===== src/rtl/wpot_pkg.sv =====
package wpot_pkg;

    localparam int unsigned BYTE_W = 8;
    localparam int unsigned PTR_W  = 4;
    localparam int unsigned NUM_GP = 5;

    localparam logic [PTR_W-1:0] A_MAIN     = PTR_W'(0);
    localparam logic [PTR_W-1:0] A_ID       = PTR_W'(1);
    localparam logic [PTR_W-1:0] A_GP_FIRST = PTR_W'(2);
    localparam logic [PTR_W-1:0] A_GP_LAST  = PTR_W'(int'(A_GP_FIRST) + NUM_GP - 1);
    localparam logic [PTR_W-1:0] A_RSVD     = PTR_W'(int'(A_GP_LAST) + 1);
    localparam logic [PTR_W-1:0] A_CTRL     = PTR_W'(int'(A_GP_LAST) + 2);

    typedef enum logic [2:0] {
        S_IDLE, S_RX, S_ACK, S_TX, S_MACK, S_IGNORE
    } bus_state_t;

    typedef enum logic [1:0] {
        K_DEV, K_MEM, K_DATA
    } rx_kind_t;

    typedef struct packed {
        logic ack;
        logic wr_wiper;
        logic wr_ivr;
        logic wr_gp;
        logic wr_vol;
    } wr_plan_t;

    // Decide acknowledge and register updates for one incoming data byte.
    function automatic wr_plan_t plan_write(logic [PTR_W-1:0] a, logic [BYTE_W-1:0] d,
                                            logic vol, logic wp_n);
        wr_plan_t p;
        p = '0;
        if (a == A_MAIN) begin
            if (vol) begin
                p.ack = 1'b1; p.wr_wiper = 1'b1;
            end else if (wp_n) begin
                p.ack = 1'b1; p.wr_wiper = 1'b1; p.wr_ivr = 1'b1;
            end
        end else if (a == A_ID) begin
            p.ack = 1'b1;
        end else if (a == A_CTRL) begin
            p.wr_vol = 1'b1;
            p.ack    = (d[BYTE_W-2:0] == '0);
        end else if (a >= A_GP_FIRST && a <= A_GP_LAST && wp_n) begin
            p.ack = 1'b1; p.wr_gp = 1'b1;
        end
        return p;
    endfunction

    function automatic logic addr_ok(logic [BYTE_W-1:0] a);
        return (a <= BYTE_W'(A_CTRL)) && (a != BYTE_W'(A_RSVD));
    endfunction

    function automatic logic [PTR_W-1:0] next_ptr(logic [PTR_W-1:0] p);
        return (p == A_CTRL) ? '0 : p + PTR_W'(1);
    endfunction

endpackage


===== src/rtl/wpot_bus_mon.sv =====
module wpot_bus_mon #(
    parameter int unsigned SYNC_STAGES = 2
) (
    input  logic clk,
    input  logic rst,
    input  logic scl_i,
    input  logic sda_i,
    output logic scl_lvl,
    output logic sda_lvl,
    output logic scl_rise,
    output logic scl_fall,
    output logic start_det,
    output logic stop_det
);
    logic [SYNC_STAGES-1:0] scl_sync, sda_sync;
    logic scl_q, sda_q;

    always_ff @(posedge clk) begin
        if (rst) begin
            scl_sync <= '1;
            sda_sync <= '1;
            scl_q    <= 1'b1;
            sda_q    <= 1'b1;
        end else begin
            scl_sync <= {scl_sync[SYNC_STAGES-2:0], scl_i};
            sda_sync <= {sda_sync[SYNC_STAGES-2:0], sda_i};
            scl_q    <= scl_lvl;
            sda_q    <= sda_lvl;
        end
    end

    assign scl_lvl   = scl_sync[SYNC_STAGES-1];
    assign sda_lvl   = sda_sync[SYNC_STAGES-1];
    assign scl_rise  = scl_lvl & ~scl_q;
    assign scl_fall  = ~scl_lvl & scl_q;
    assign start_det = scl_lvl & scl_q & sda_q & ~sda_lvl;
    assign stop_det  = scl_lvl & scl_q & ~sda_q & sda_lvl;

endmodule


===== src/rtl/wpot_regbank.sv =====
module wpot_regbank
    import wpot_pkg::*;
#(
    parameter logic [BYTE_W-1:0] ID_VALUE  = 8'hD0,
    parameter logic [BYTE_W-1:0] MAIN_INIT = 8'h80,
    parameter logic [BYTE_W-1:0] GP_INIT   = 8'h00
) (
    input  logic              clk,
    input  logic              rst,
    input  logic              wr_stb,
    input  logic [PTR_W-1:0]  wr_addr,
    input  logic [BYTE_W-1:0] wr_data,
    input  logic              wp_n,
    input  logic [PTR_W-1:0]  rd_addr,
    output logic              wr_ack,
    output logic [BYTE_W-1:0] rd_data,
    output logic [BYTE_W-1:0] wiper
);
    logic [BYTE_W-1:0]             ivr_q, wiper_q;
    logic [NUM_GP-1:0][BYTE_W-1:0] gp_q;
    logic [NUM_GP-1:0]             gp_we;
    logic                          vol_q;
    wr_plan_t                      plan;

    assign plan   = plan_write(wr_addr, wr_data, vol_q, wp_n);
    assign wr_ack = plan.ack;
    assign wiper  = wiper_q;

    for (genvar g = 0; g < NUM_GP; g++) begin : g_gp_sel
        assign gp_we[g] = wr_stb && plan.wr_gp && (wr_addr == PTR_W'(int'(A_GP_FIRST) + g));
    end

    always_ff @(posedge clk) begin
        if (rst) begin
            ivr_q   <= MAIN_INIT;
            wiper_q <= MAIN_INIT;
            vol_q   <= 1'b0;
            gp_q    <= {NUM_GP{GP_INIT}};
        end else begin
            if (wr_stb && plan.wr_wiper) wiper_q <= wr_data;
            if (wr_stb && plan.wr_ivr)   ivr_q   <= wr_data;
            if (wr_stb && plan.wr_vol)   vol_q   <= wr_data[BYTE_W-1];
            for (int i = 0; i < NUM_GP; i++)
                if (gp_we[i]) gp_q[i] <= wr_data;
        end
    end

    always_comb begin
        rd_data = '1;
        if (rd_addr == A_MAIN)      rd_data = vol_q ? wiper_q : ivr_q;
        else if (rd_addr == A_ID)   rd_data = ID_VALUE;
        else if (rd_addr == A_CTRL) rd_data = {vol_q, {(BYTE_W-1){1'b0}}};
        else begin
            for (int i = 0; i < NUM_GP; i++)
                if (rd_addr == PTR_W'(int'(A_GP_FIRST) + i)) rd_data = gp_q[i];
        end
    end

    // write protect keeps storage registers untouched
    a_r10_wp_guards_nv: assert property (@(posedge clk) disable iff (rst)
        (wr_stb && !wp_n && (wr_addr != A_CTRL) && !(wr_addr == A_MAIN && vol_q))
        |=> ($stable(gp_q) && $stable(ivr_q)));

    // identification address accepts writes without effect
    a_r6_id_no_write: assert property (@(posedge clk) disable iff (rst)
        (wr_stb && wr_addr == A_ID)
        |=> ($stable(gp_q) && $stable(ivr_q) && $stable(wiper_q) && $stable(vol_q)));

    // volatile mapping leaves the start-up register alone
    a_r5_volatile_leaves_ivr: assert property (@(posedge clk) disable iff (rst)
        (wr_stb && wr_addr == A_MAIN && vol_q) |=> $stable(ivr_q));

    // bit 7 of any control byte is loaded
    a_r4_ctrl_takes_bit7: assert property (@(posedge clk) disable iff (rst)
        (wr_stb && wr_addr == A_CTRL) |=> (vol_q == $past(wr_data[BYTE_W-1])));

endmodule


===== src/rtl/wpot_i2c_slave.sv =====
module wpot_i2c_slave
    import wpot_pkg::*;
#(
    parameter logic [6:0]        DEV_ADDR    = 7'h28,
    parameter logic [BYTE_W-1:0] ID_VALUE    = 8'hD0,
    parameter logic [BYTE_W-1:0] MAIN_INIT   = 8'h80,
    parameter int unsigned       SYNC_STAGES = 2
) (
    input  logic              clk,
    input  logic              rst,
    input  logic              scl_i,
    input  logic              sda_i,
    input  logic              busy_i,
    input  logic              wp_n_i,
    output logic              sda_oe_o,
    output logic [BYTE_W-1:0] wiper_o
);
    logic scl_lvl, sda_lvl, scl_rise, scl_fall, start_det, stop_det;

    bus_state_t        st_q, nxt_q, dec_next;
    rx_kind_t          kind_q;
    logic [2:0]        bit_q;
    logic [BYTE_W-1:0] sh_q, tx_q, rx_byte, rd_data;
    logic [PTR_W-1:0]  ptr_q;
    logic              ack_q, slot_q, last_q, mack_q, sda_oe_q;
    logic              byte_done, wr_stb, wr_ack, dec_ack;

    wpot_bus_mon #(.SYNC_STAGES(SYNC_STAGES)) u_mon (
        .clk(clk), .rst(rst), .scl_i(scl_i), .sda_i(sda_i),
        .scl_lvl(scl_lvl), .sda_lvl(sda_lvl), .scl_rise(scl_rise), .scl_fall(scl_fall),
        .start_det(start_det), .stop_det(stop_det)
    );

    assign rx_byte   = {sh_q[BYTE_W-2:0], sda_lvl};
    assign byte_done = (st_q == S_RX) && scl_rise && (bit_q == 3'd7);
    assign wr_stb    = byte_done && (kind_q == K_DATA);

    wpot_regbank #(.ID_VALUE(ID_VALUE), .MAIN_INIT(MAIN_INIT)) u_bank (
        .clk(clk), .rst(rst), .wr_stb(wr_stb), .wr_addr(ptr_q), .wr_data(rx_byte),
        .wp_n(wp_n_i), .rd_addr(ptr_q), .wr_ack(wr_ack), .rd_data(rd_data), .wiper(wiper_o)
    );

    always_comb begin
        dec_ack  = 1'b0;
        dec_next = S_IGNORE;
        case (kind_q)
            K_DEV: if (rx_byte[BYTE_W-1:1] == DEV_ADDR && !busy_i) begin
                dec_ack  = 1'b1;
                dec_next = rx_byte[0] ? S_TX : S_RX;
            end
            K_MEM: if (addr_ok(rx_byte)) begin
                dec_ack  = 1'b1;
                dec_next = S_RX;
            end
            default: if (wr_ack) begin
                dec_ack  = 1'b1;
                dec_next = S_RX;
            end
        endcase
    end

    always_ff @(posedge clk) begin
        if (rst) begin
            st_q <= S_IDLE; nxt_q <= S_IGNORE; kind_q <= K_DEV;
            bit_q <= '0; sh_q <= '0; tx_q <= '0; ptr_q <= '0;
            ack_q <= 1'b0; slot_q <= 1'b0; last_q <= 1'b0; mack_q <= 1'b0; sda_oe_q <= 1'b0;
        end else if (start_det) begin
            st_q <= S_RX; kind_q <= K_DEV; bit_q <= '0; sda_oe_q <= 1'b0;
        end else if (stop_det) begin
            st_q <= S_IDLE; sda_oe_q <= 1'b0;
        end else begin
            case (st_q)
                S_RX: if (scl_rise) begin
                    sh_q  <= rx_byte;
                    bit_q <= bit_q + 3'd1;
                    if (bit_q == 3'd7) begin
                        st_q   <= S_ACK;
                        slot_q <= 1'b0;
                        ack_q  <= dec_ack;
                        nxt_q  <= dec_next;
                        if (kind_q == K_MEM && dec_ack)  ptr_q <= rx_byte[PTR_W-1:0];
                        if (kind_q == K_DATA && dec_ack) ptr_q <= next_ptr(ptr_q);
                        kind_q <= (kind_q == K_DEV) ? K_MEM : K_DATA;
                    end
                end
                S_ACK: if (scl_fall) begin
                    if (!slot_q) begin
                        slot_q   <= 1'b1;
                        sda_oe_q <= ack_q;
                    end else begin
                        st_q  <= nxt_q;
                        bit_q <= '0;
                        if (nxt_q == S_TX) begin
                            tx_q     <= rd_data;
                            sda_oe_q <= ~rd_data[BYTE_W-1];
                            last_q   <= 1'b0;
                        end else begin
                            sda_oe_q <= 1'b0;
                        end
                    end
                end
                S_TX: begin
                    if (scl_rise) begin
                        bit_q <= bit_q + 3'd1;
                        if (bit_q == 3'd7) last_q <= 1'b1;
                    end
                    if (scl_fall) begin
                        if (last_q) begin
                            sda_oe_q <= 1'b0;
                            last_q   <= 1'b0;
                            st_q     <= S_MACK;
                            ptr_q    <= next_ptr(ptr_q);
                        end else begin
                            tx_q     <= {tx_q[BYTE_W-2:0], 1'b0};
                            sda_oe_q <= ~tx_q[BYTE_W-2];
                        end
                    end
                end
                S_MACK: begin
                    if (scl_rise) mack_q <= ~sda_lvl;
                    if (scl_fall) begin
                        if (mack_q) begin
                            st_q     <= S_TX;
                            bit_q    <= '0;
                            tx_q     <= rd_data;
                            sda_oe_q <= ~rd_data[BYTE_W-1];
                        end else begin
                            st_q <= S_IGNORE;
                        end
                    end
                end
                default: ;
            endcase
        end
    end

    assign sda_oe_o = sda_oe_q;

    // output enable is quiet while SCL stays high
    a_r13_sda_quiet_scl_high: assert property (@(posedge clk) disable iff (rst)
        ($past(scl_lvl) && !$past(start_det) && !$past(stop_det)) |-> $stable(sda_oe_q));

    // nothing is driven while the bus is idle
    a_r1_idle_released: assert property (@(posedge clk) disable iff (rst)
        (st_q == S_IDLE) |-> !sda_oe_q);

    // a busy sequencer refuses the device address
    a_r2_busy_refuses: assert property (@(posedge clk) disable iff (rst)
        (byte_done && kind_q == K_DEV && busy_i) |=> !ack_q);

    // the pointer never leaves the register map
    a_r8_ptr_bound: assert property (@(posedge clk) disable iff (rst)
        ptr_q <= A_CTRL);

endmodule


===== config.mk =====
export PLATFORM = sky130hd
export DESIGN_NAME = wpot_i2c_slave
export DESIGN_NICKNAME = d
export VERILOG_FILES = /design/src/rtl/wpot_pkg.sv /design/src/rtl/wpot_bus_mon.sv /design/src/rtl/wpot_regbank.sv /design/src/rtl/wpot_i2c_slave.sv
export SDC_FILE = /design/constraint.sdc
export NUM_CORES = 1
export LEC_CHECK = 0
export ABC_AREA = 1
export BUFFER_PORTS_ARGS = -buffer_cell sky130_fd_sc_hd__buf_2
export CORE_AREA = 2 2 115 117
export DETAILED_ROUTE_END_ITERATION = 10
export DIE_AREA = 0 0 117 119
export HOLD_SLACK_MARGIN = 0.03
export PLACE_DENSITY = 0.6
export SYNTH_ARGS = -nofsm -noshare
export SYNTH_HDL_FRONTEND = slang
export SYNTH_SLANG_ARGS = --single-unit
export TNS_END_PERCENT = 20

===== constraint.sdc =====
create_clock -name clk -period 4.74 [get_ports clk]
set_input_delay 0.474 -clock clk [delete_from_list [all_inputs] [get_ports clk]]
set_output_delay 0.474 -clock clk [all_outputs]
set_load 0.005 [all_outputs]

**Word-level counts from Yosys, hierarchy flattened**

Cells that the tools add are included.

- $add $sub $neg: 2
- Magnitude comparators: 3
- Eq/ne operators: 36
- Multiplexer cells: 84
- Bitwise operators: 15
- Reduce and logical (&&, ||, !) cells: 44

Operators with widths:

| kind | count |
|---|---|
| $mux 8 | 9 |
| $mux 3 | 17 |
| $mux 7 | 7 |
| $mux 1 | 29 |
| $mux 4 | 7 |
| $ne 4x4->1 const B | 6 |
| $reduce_and 8->1 | 3 |
| $pmux 7 s3 | 1 |
| $logic_and 1x1->1 | 18 |
| $ne 2x2->1 const B | 9 |
| $eq 4x3->1 const B | 3 |
| $mux 2 | 6 |
| $pmux 3 s4 | 1 |
| $reduce_and 4->1 | 3 |
| $reduce_and 6->1 | 2 |
| $reduce_and 10->1 | 1 |
| $reduce_and 5->1 | 2 |
| $eq 3x2->1 const B | 3 |
| $pmux 3 s3 | 1 |
| $eq 4x2->1 const B | 2 |
| $le 8x4->1 const B | 1 |
| $ne 8x3->1 const B | 1 |
| $not 1->1 | 8 |
| $pmux 4 s2 | 1 |
| other kinds (29) | 43 |

- Register bits after elaboration: 97
- Bits of input ports: 6
- Output and inout bits: 9

**Longest topological paths before layout**

Gate-level depths: netlist of run 1.

- Word-level depth: 15
- Gate-level depth with buffers: 13
- Mapped depth without buffers: 13

**Modules after synthesis**

From an unflattened synthesis of run 1, not the netlist that was laid out.

- Cell total of the unflattened synthesis: 812
- Area, all modules: 5147.4 µm²

Modules (own cells, without submodules):

| module | instances | cells an instance | area an instance (µm²) | seq. area each (µm²) |
|---|---|---|---|---|
| wpot_regbank | 1 | 457 | 2904.0 | 1141.1 |
| wpot_i2c_slave | 1 | 331 | 2045.7 | 660.6 |
| wpot_bus_mon | 1 | 24 | 197.7 | 120.1 |

**Least setup slack after synthesis of run 1**

Ideal clock, no wire load.

- Kind: reg2reg
- From: register ptr_q[1]
- To: register u_bank.gp_q[14] (netlist bit)
- Library setup time: 119 ps
- Arrival: 1800 ps
- Data required time: 4621 ps
- Setup slack: 2821 ps
- Stages on the path, launching flop included: 12
- Path buffers: 1
- Period minus slack after synthesis: 1919 ps
- Cell sequence: dfxtp_1 inv_1 ha_1 nand2_8 nor2_8 inv_6 nand2_2 nor3_4 nand2_2 buf_2 o21ai_0 a21oi_1

- Cells in the longest elaborated chain, start to end: 9
- Elaborated cells on any way between the ends: 14
- Classes of those cells: order compare (2); eq/ne (3); mux (4); reduce/logical (5)

RTL lines:

| item | RTL line | RTL |
|---|---|---|
| start: declaration | wpot_i2c_slave.sv:24 | `logic [PTR_W-1:0] ptr_q;` |
| start signal: assignment | wpot_i2c_slave.sv:81 | `if (kind_q == K_MEM && dec_ack) ptr_q <= rx_byte[PTR_W-1:0];` |
| start signal: assignment | wpot_i2c_slave.sv:82 | `if (kind_q == K_DATA && dec_ack) ptr_q <= next_ptr(ptr_q);` |
| start signal: assignment | wpot_i2c_slave.sv:112 | `ptr_q <= next_ptr(ptr_q);` |
| $ge 4x2->1 or $le 4x3->1 (tied branches) | wpot_pkg.sv:46 | `end else if (a >= A_GP_FIRST && a <= A_GP_LAST && wp_n) begin` |
| $logic_and 1x1->1 (2 in series) | wpot_pkg.sv:46 |  |
| $mux 1 | wpot_pkg.sv:46 |  |
| $mux 1 | wpot_pkg.sv:43 | `end else if (a == A_CTRL) begin` |
| $mux 2 | wpot_pkg.sv:41 | `end else if (a == A_ID) begin` |
| $mux 2 | wpot_pkg.sv:35 | `if (a == A_MAIN) begin` |
| $logic_and 1x1->1 | wpot_regbank.sv:30 | `assign gp_we[g] = wr_stb && plan.wr_gp && (wr_addr == PTR_W'(int'(A_GP_FIRST) + g));` |
| $logic_and 1x1->1 (*) | wpot_regbank.sv:30 |  |
| end signal: assignment | wpot_regbank.sv:38 | `gp_q <= {NUM_GP{GP_INIT}};` |
| end signal: indexed assignment | wpot_regbank.sv:44 | `if (gp_we[i]) gp_q[i] <= wr_data;` |
| end: declaration | wpot_regbank.sv:20 | `logic [NUM_GP-1:0][BYTE_W-1:0] gp_q;` |

Mark *: on every way between the ends. The rest lies on a longest branch, timed or not.
A chain may end at the register's enable or synchronous reset.

**Final worst setup path of run 1**

- From: register bit_q[0]
- To: register u_bank.ivr_q[2]

- Cells in the longest elaborated chain, start to end: 4

RTL lines:

| item | RTL line | RTL |
|---|---|---|
| start: declaration | wpot_i2c_slave.sv:22 | `logic [2:0] bit_q;` |
| start signal: assignment | wpot_i2c_slave.sv:75 | `bit_q <= bit_q + 3'd1;` |
| start signal: assignment | wpot_i2c_slave.sv:104 | `bit_q <= bit_q + 3'd1;` |
| $eq 3x3->1 | wpot_i2c_slave.sv:35 | `assign byte_done = (st_q == S_RX) && scl_rise && (bit_q == 3'd7);` |
| $logic_and 1x1->1 | wpot_i2c_slave.sv:35 |  |
| $logic_and 1x1->1 | wpot_i2c_slave.sv:36 | `assign wr_stb = byte_done && (kind_q == K_DATA);` |
| $logic_and 1x1->1 | wpot_regbank.sv:41 | `if (wr_stb && plan.wr_ivr) ivr_q <= wr_data;` |
| end signal: assignment | wpot_regbank.sv:41 |  |
| end: declaration | wpot_regbank.sv:19 | `logic [BYTE_W-1:0] ivr_q, wiper_q;` |

Every way passes these cells.

==> results of run 1 <==
-- cells in the final DEF (no fill, tap or decap), types with 2 or more instances in the layout --
cell type,netlist,routed
a211oi_1,6,6
a21oi_1,80,80
a21oi_2,3,3
a31oi_1,5,5
buf_2,8,14
bufinv_16,0,2
clkbuf_16,0,9
clkinv_1,2,2
clkinv_4,1,2
clkinvlp_4,0,2
dfxtp_1,96,96
ha_1,6,6
inv_1,84,84
inv_2,3,3
inv_4,2,2
inv_6,1,2
nand2_1,150,150
nand2_2,7,7
nand2_4,3,3
nand3_1,29,29
nand3_2,5,5
nand4_1,11,11
nor2_1,59,59
nor2_2,6,6
nor2_4,4,4
nor2_8,3,3
nor3_1,5,5
o211ai_1,3,3
o21ai_0,70,70
o21ai_1,8,8
or2_2,5,5
-- through the flow --
step                 util  power (mW)  std cells
floorplan               -        1.27        691
global route        0.414        2.30        873
detailed placement  0.388        1.39        857
global placement    0.388        1.39        857
CTS                 0.414        2.20        873
finish              0.414        2.19        873
-- worst max path at each step --
stage | startpoint | end | slack [ps] | depth (start not counted)
after global placement | ptr_q[1] | u_bank.gp_q[18] | 2510 | 10
after global routing | bit_q[0] | u_bank.ivr_q[5] | 2170 | 11
after floorplan | ptr_q[1] | u_bank.gp_q[14] | 2820 | 11
after CTS | bit_q[0] | u_bank.ivr_q[2] | 2420 | 11
final | bit_q[0] | u_bank.ivr_q[2] | 2410 | 11
after detailed placement | bit_q[0] | u_bank.ivr_q[2] | 2460 | 11
-- cell families (layout without fill, tap and decap cells) --
kind of cell    count (synthesis)  in the layout
buf+inv                       118            124
simple gates                  291            291
fa+ha+maj                       6              6
flops                          96             96
compound gates                179            179
xor+xnor                        1              1
-- worst max-delay path, cell delays in order, from the launching register on --
cell and delay (ps):
dfxtp_1 360, ha_1 160, ha_1 140, inv_1 70, nor2_4 150, nand2_4 90, clkinv_4 90, nand2_4 60
inv_1 150, nand4_1 490, o21ai_0 370, a21oi_1 70
-- cell usage after synthesis (6+ instances only) --
library cell / count
a211oi_1: 6
a21oi_1: 80
buf_2: 8
clkbuf_1: 12
dfxtp_1: 96
ha_1: 6
inv_1: 84
nand2_1: 150
nand2_2: 7
nand3_1: 29
nand4_1: 11
nor2_1: 59
nor2_2: 6
o21ai_0: 70
o21ai_1: 8
-- sequential cells by signal, indices dropped and copies added (netlist names), 3 cells and up --
register,cells
bit_q,3
ptr_q,4
sh_q,7
st_q,3
tx_q,7
u_bank.gp_q,40
u_bank.ivr_q,8
u_bank.wiper,8
-- area by class of cell --
class | count | area share
Sequential cell | 96 | 0.361
Inverter | 93 | 0.0683
Timing Repair Buffer | 15 | 0.0146
Clock buffer | 9 | 0.0423
Tap cell | 176 | 0.0413
Clock inverter | 7 | 0.0195
Multi-Input combinational cell | 477 | 0.453
-- where the power goes --
| group | total [mW] | internal, mW | leakage, nW | switching [mW] |
|---|---|---|---|---|
| sequential | 0.873 | 0.836 | 0.775 | 0.0367 |
| combinational | 0.510 | 0.154 | 1.40 | 0.357 |
| clock | 0.803 | 0.469 | 0.154 | 0.334 |
| total | 2.19 | 1.46 | 2.33 | 0.728 |
-- per-layer routing --
metal	wire length [um]	global-route usage	up-vias
met3	733	0.0453	25
met1	5960	0.266	2061
met5	0	0	-
met4	363	0.0676	0
li1	-	-	2245
met2	5920	0.307	143
==> out/results.txt, run 1 <==
outcome - finished clean
xor/xnor share of the synthesized area - 0.00181
dpl ws - 2460 ps
Synth Area in Adders - 0.0155
worst hold slack - 306 ps
# clock sinks - 96
Reg area - 0.00192 mm^2
die width - 117 um
htree depth - 3
HP Start - scl_i
post-synthesis cell type count - 39
Die H - 119 um
leakage - 2.33 nW
Layout area overhead - 10.0%
# nets final - 704
cell count of the worst reg-to-reg path - 11
Hold Vio Cnt, Final - 0
Max Clock Skew - 5.52 ps
GRT Residual Overflow - 0
Area contributors post-synth - dfxtp_1, nand2_1, a21oi_1
crit path max fanout - 16
Yosys top cell by area - dfxtp_1
Cell Area, Synth - 0.00484 mm^2
vias in the first global route - 4262
syn avg cell area - 7.01 um^2
first-pass GRT wire length - 21200 um
Initial Util - 0.376
Synth Instances - 691
DP Area - 0.00500 mm^2
Setup violations, final - 0
gr usage total - 0.197
drt drc - 0
multi-input logic area - 0.00242 mm^2
Hold Path Class - in2reg
GPL Wtd Cong - 0.923
IO Pins - 15
mux contribution to synthesized area - 0
final instance area - 0.00533 mm^2
fraction of registers with async set/reset - 0
proportion of layout cells with a drive suffix above 1 - 0.110
TNS Setup - 0 ps
post-synthesis compound-gate area fraction - 0.196
Rel. slew slack - 0.440
CTS tree - yes
Setup crit end kind - flip-flop
Worst Path Arrival - 2550 ps
minimum clock period - 2330 ps
via count - 4474
r2r setup slk - 2410 ps
CTS Buf Count - 9
Post-synth EDFFs - 0
Seq/Total Area, Yosys - 0.397
Clock Tree Buf Depth - 2
Detailed Place HPWL - 9330 um
final max-slew violation count - 0
largest family of logic cells by synthesized area - simple AND/OR/NAND/NOR gates
Clk Latency, worst-skew pair - 350 ps
Synth Register Bits - 96
fillers - 1348
CP Class - reg2reg
total wire length - 13000 um
Power Density - 410 mW/mm^2
Slew @ Worst Pin - 837 ps
area of the core - 0.0129 mm^2
Synth top area share - 0.397
Clock transition at path regs - 70 ps
IO Port Bufs - 14
Resized Gates After CTS - 0
worst vdd ir - 0.167 mV
antenna violations before repair - 0
post-synthesis simple-gate area fraction - 0.285
Critical R2R Launch - bit_q[0]
WP data required - 4960 ps
Max-Cap Viols - 0
Most used DFF post-synth - dfxtp_1
crit share post-route - 0.491
n_diodes - 0
crit start category - flip-flop
initial DRC count - 357
WL/cell - 14.9 um
postcts setup bufs - 0
RSZ-0062 raised after global routing - false
pin count of the biggest net entering global routing - 43
fmax - 430 MHz
hold path endpoint - u_mon.scl_sync[0]
Warnings, synthesis - 0
Hold Crit Depth - 2
via-per-instance ratio - 5.12
Hold-fix buffers, CTS - 0
Core Rows - 42
die area - 0.0139 mm^2
Clock Root Buffer - clkbuf_16
RR Endpoint - u_bank.ivr_q[2]
antenna-violating nets left - 0
syn nets - 703
DRT Pass-1 Iters - 5
worst setup margin - 2410 ps
No activity file was read; power rests on OpenSTA's default activity.
==> run 2, diff against run 1 <==
--- a/config.mk
+++ b/config.mk
@@ -5,13 +5,13 @@
 export SDC_FILE = /design/constraint.sdc
 export NUM_CORES = 1
 export LEC_CHECK = 0
-export ABC_AREA = 1
+export ABC_AREA = 0
 export BUFFER_PORTS_ARGS = -buffer_cell sky130_fd_sc_hd__buf_2
-export CORE_AREA = 2 2 115 117
+export CORE_AREA = 2 2 114 116
 export DETAILED_ROUTE_END_ITERATION = 10
-export DIE_AREA = 0 0 117 119
+export DIE_AREA = 0 0 116 118
 export HOLD_SLACK_MARGIN = 0.03
-export PLACE_DENSITY = 0.6
+export PLACE_DENSITY = 0.63
 export SYNTH_ARGS = -nofsm -noshare
 export SYNTH_HDL_FRONTEND = slang
 export SYNTH_SLANG_ARGS = --single-unit
==> constraint.sdc (replaced) <==
create_clock -name clk -period 2.1 [get_ports clk]
set_input_delay 0.21 -clock clk [delete_from_list [all_inputs] [get_ports clk]]
set_output_delay 0.21 -clock clk [all_outputs]
set_load 0.005 [all_outputs]
==> out/results.txt, run 2 <==
initial DRC count - 394 (was 357)
final core utilization - 0.475 (was 0.414)
CP Class - reg2reg (unchanged)
total wire length - 14200 um (was 13000 um)
Hold Path Class - in2reg (unchanged)
Setup violations, final - 0 (unchanged)
Warnings, synthesis - 0 (unchanged)
via count - 4570 (was 4474)
gr usage total - 0.209 (was 0.197)
Seq/Total Area, Yosys - 0.403 (was 0.397)
final max-slew violation count - 0 (unchanged)
most common cell after layout, fill and taps aside - nand2_1 (unchanged)
Synth Register Bits - 96 (unchanged)
post-synthesis cell type count - 58 (was 39)
Core Rows - 41 (was 42)
GRT Residual Overflow - 0 (unchanged)
multi-input logic area - 0.00284 mm^2 (was 0.00242 mm^2)
CP Buf/Inv Count - 1 (was 3)
count leader, synth - nand2_1 (unchanged)
Area contributors post-synth - dfxtp_1, nand2_1, mux2i_1 (was dfxtp_1, nand2_1, a21oi_1)
minimum clock period - 2080 ps (was 2330 ps)
Rel. slew slack - 0.454 (was 0.440)
Synth top area share - 0.403 (was 0.397)
Clk Latency, worst-skew pair - 350 ps (about the same)
CTS Buf Count - 9 (unchanged)
CP top delay family - simple AND/OR/NAND/NOR gates (unchanged)
# nets final - 653 (was 704)
worst vdd ir - 0.327 mV (was 0.167 mV)
Detailed Place HPWL - 9730 um (was 9330 um)
crit path max fanout - 5 (was 16)
Die H - 118 um (was 119 um)
final instance area - 0.00590 mm^2 (was 0.00533 mm^2)
fraction of registers with async set/reset - 0 (unchanged)
die width - 116 um (was 117 um)
DRT Pass-1 Iters - 6 (was 5)
via-per-instance ratio - 5.59 (was 5.12)
htree depth - 3 (unchanged)
IO Pins - 15 (unchanged)
vias in the first global route - 4269 (was 4262)
fin cells - 818 (was 873)
Post-synth EDFFs - 0 (unchanged)
leakage - 2.15 nW (was 2.33 nW)
Clock Tree Buf Depth - 2 (unchanged)
Hold Vio Cnt, Final - 0 (unchanged)
# clock sinks - 96 (unchanged)
pin count of the biggest net entering global routing - 79 (was 43)
Max-Cap Viols - 0 (unchanged)
area of the core - 0.0124 mm^2 (was 0.0129 mm^2)
proportion of layout cells with a drive suffix above 1 - 0.218 (was 0.110)
met3 wire length - 915 um (was 733 um)
Layout area overhead - 23.6% (was 10.0%)
Post-synth top cells - nand2_1, dfxtp_1, a21oi_1 (was nand2_1, dfxtp_1, inv_1)
Yosys top cell by area - dfxtp_1 (unchanged)
antenna violations before repair - 0 (unchanged)
antenna-violating nets left - 0 (unchanged)
drt drc - 0 (unchanged)
GPL Wtd Cong - 0.936 (was 0.923)
Metal-1 WL - 6500 um (was 5960 um)
syn nets - 612 (was 703)
IO Port Bufs - 14 (unchanged)
Power Density - 655 mW/mm^2 (was 410 mW/mm^2)
WP data required - 2400 ps (was 4960 ps)
fmax - 481 MHz (was 430 MHz)
Cell Area, Synth - 0.00477 mm^2 (was 0.00484 mm^2)
largest stage delay on the critical path - 550 ps (was 490 ps)
fillers - 1209 (was 1348)
Cells after DPL - 800 (was 857)
WL/cell - 17.3 um (was 14.9 um)
Worst Path Arrival - 2380 ps (was 2550 ps)
n_diodes - 0 (unchanged)
first-pass GRT wire length - 22500 um (was 21200 um)
register name with the most flops - u_bank.gp_q (unchanged)
Max Clock Skew - 10.1 ps (was 5.52 ps)
Synth Instances - 600 (was 691)
Initial Util - 0.384 (was 0.376)
syn avg cell area - 7.95 um^2 (was 7.01 um^2)
commonest cells after routing, fill and taps aside - nand2_1, dfxtp_1, a21oi_1, nor2_1, buf_4 (was nand2_1, dfxtp_1, inv_1, a21oi_1, o21ai_0)
met2 wire len - 6580 um (was 5920 um)
Cell Chain, Critical Path - buf_4 -> or4b_4 -> or3_1 -> a32oi_2 -> o22ai_2 -> a211oi_2 -> o21a_1 (was ha_1 -> ha_1 -> inv_1 -> nor2_4 -> nand2_4 -> clkinv_4 -> nand2_4 -> inv_1 -> nand4_1 -> o21ai_0 -> a21oi_1)
Clock transition at path regs - 70 ps (about the same)
Hold-fix buffers, CTS - 0 (unchanged)
CTS tree - yes (unchanged)
RSZ-0062 raised after global routing - true (was false)
crit start category - flip-flop (unchanged)
Slowest cell on crit path - or4b_4 (was nand4_1)
DP Area - 0.00533 mm^2 (was 0.00500 mm^2)
max reg flops - 40 (unchanged)
die area - 0.0137 mm^2 (was 0.0139 mm^2)
Most used DFF post-synth - dfxtp_1 (unchanged)
outcome - finished clean (unchanged)
crit share post-route - 0.991 (was 0.491)
Clock Root Buffer - clkbuf_16 (unchanged)
Reg area - 0.00193 mm^2 (was 0.00192 mm^2)
Top Layer Used - met4 (unchanged)
Slew @ Worst Pin - 818 ps (was 837 ps)
Setup crit end kind - flip-flop (unchanged)
==> run 2: cell types whose count changed in the layout (fill, tap and decap cells not counted), moves of 6 or more <==
cell     before  now
a21o_1        0    6
nand2_1     150  109
buf_4         1   54
nand4_1      11    3
nand2_2       7    0
o31ai_1       1    7
nor2b_1       0    7
nor3_1        5   12
o21ai_0      70   17
a21oi_1      80   66
nor2_2        6    0
mux2i_1       0   36
nand3_1      29   13
inv_1        84   11
==> run 2: final timing paths <==
| kind | startpoint | endpoint | slack [ps] | cells past startpoint |
|---|---|---|---|---|
| max | ptr_q[0] | sda_oe_o | 20 | 7 |
| min | scl_i | u_mon.scl_sync[0] | 40 | 2 |
| max reg2reg | ptr_q[0] | sda_oe_o | 20 | 7 |
| min reg2reg | u_mon.sda_sync[0] | u_mon.sda_sync[1] | 410 | 1 |
==> run 2: metal layers <==
metal | GRT usage | vias up
li1 | - | 2194
met1 | 0.299 | 2181
met2 | 0.325 | 177
met3 | 0.0319 | 18
met4 | 0.0610 | 0
met5 | 0 | -
==> run 2: logic make-up (layout without fill, tap and decap cells) <==
family          after synthesis  in the layout  share of synthesized area
compound gates              151            151                      0.196
mux                          37             37                     0.0776
simple gates                252            252                      0.254
xor+xnor                      3              3                    0.00551
buf+inv                      55            101                     0.0477
flops                        96             96                      0.403
fa+ha+maj                     6              6                     0.0157
==> run 2: metrics by stage <==
step	hold WS (ps)	TNS, ps	setup WS, ps	power (mW)
floorplan	314	-43.9	-12.6	2.01
global placement	393	-252	-91.2	2.08
detailed placement	393	-250	-64.4	2.08
CTS	36.0	-38.5	-23.3	3.88
global route	40.5	-361	-51.9	3.97
finish	43.3	0	19.4	3.86
==> run 2: where the power goes <==
group	total, mW	internal (mW)	leakage, nW	switching [mW]
Combinational	0.207	0.0727	1.21	0.135
Clock	1.81	1.06	0.157	0.756
Sequential	1.84	1.83	0.776	0.0140
==> run 2: timing repair <==
item,in CTS,in global routing
pin swaps,6,12
setup buffers,0,2
gates resized for setup,6,49
endpoints found under the setup margin,9,68
==> run 2: final cells by class <==
type | instances | area share
well taps | 172 | 0.0365
multi-input cells | 449 | 0.482
clock buffers | 9 | 0.0382
clock inverters | 7 | 0.0174
flip-flops and latches | 96 | 0.327
inverters | 13 | 0.00827
repair buffers | 72 | 0.0912
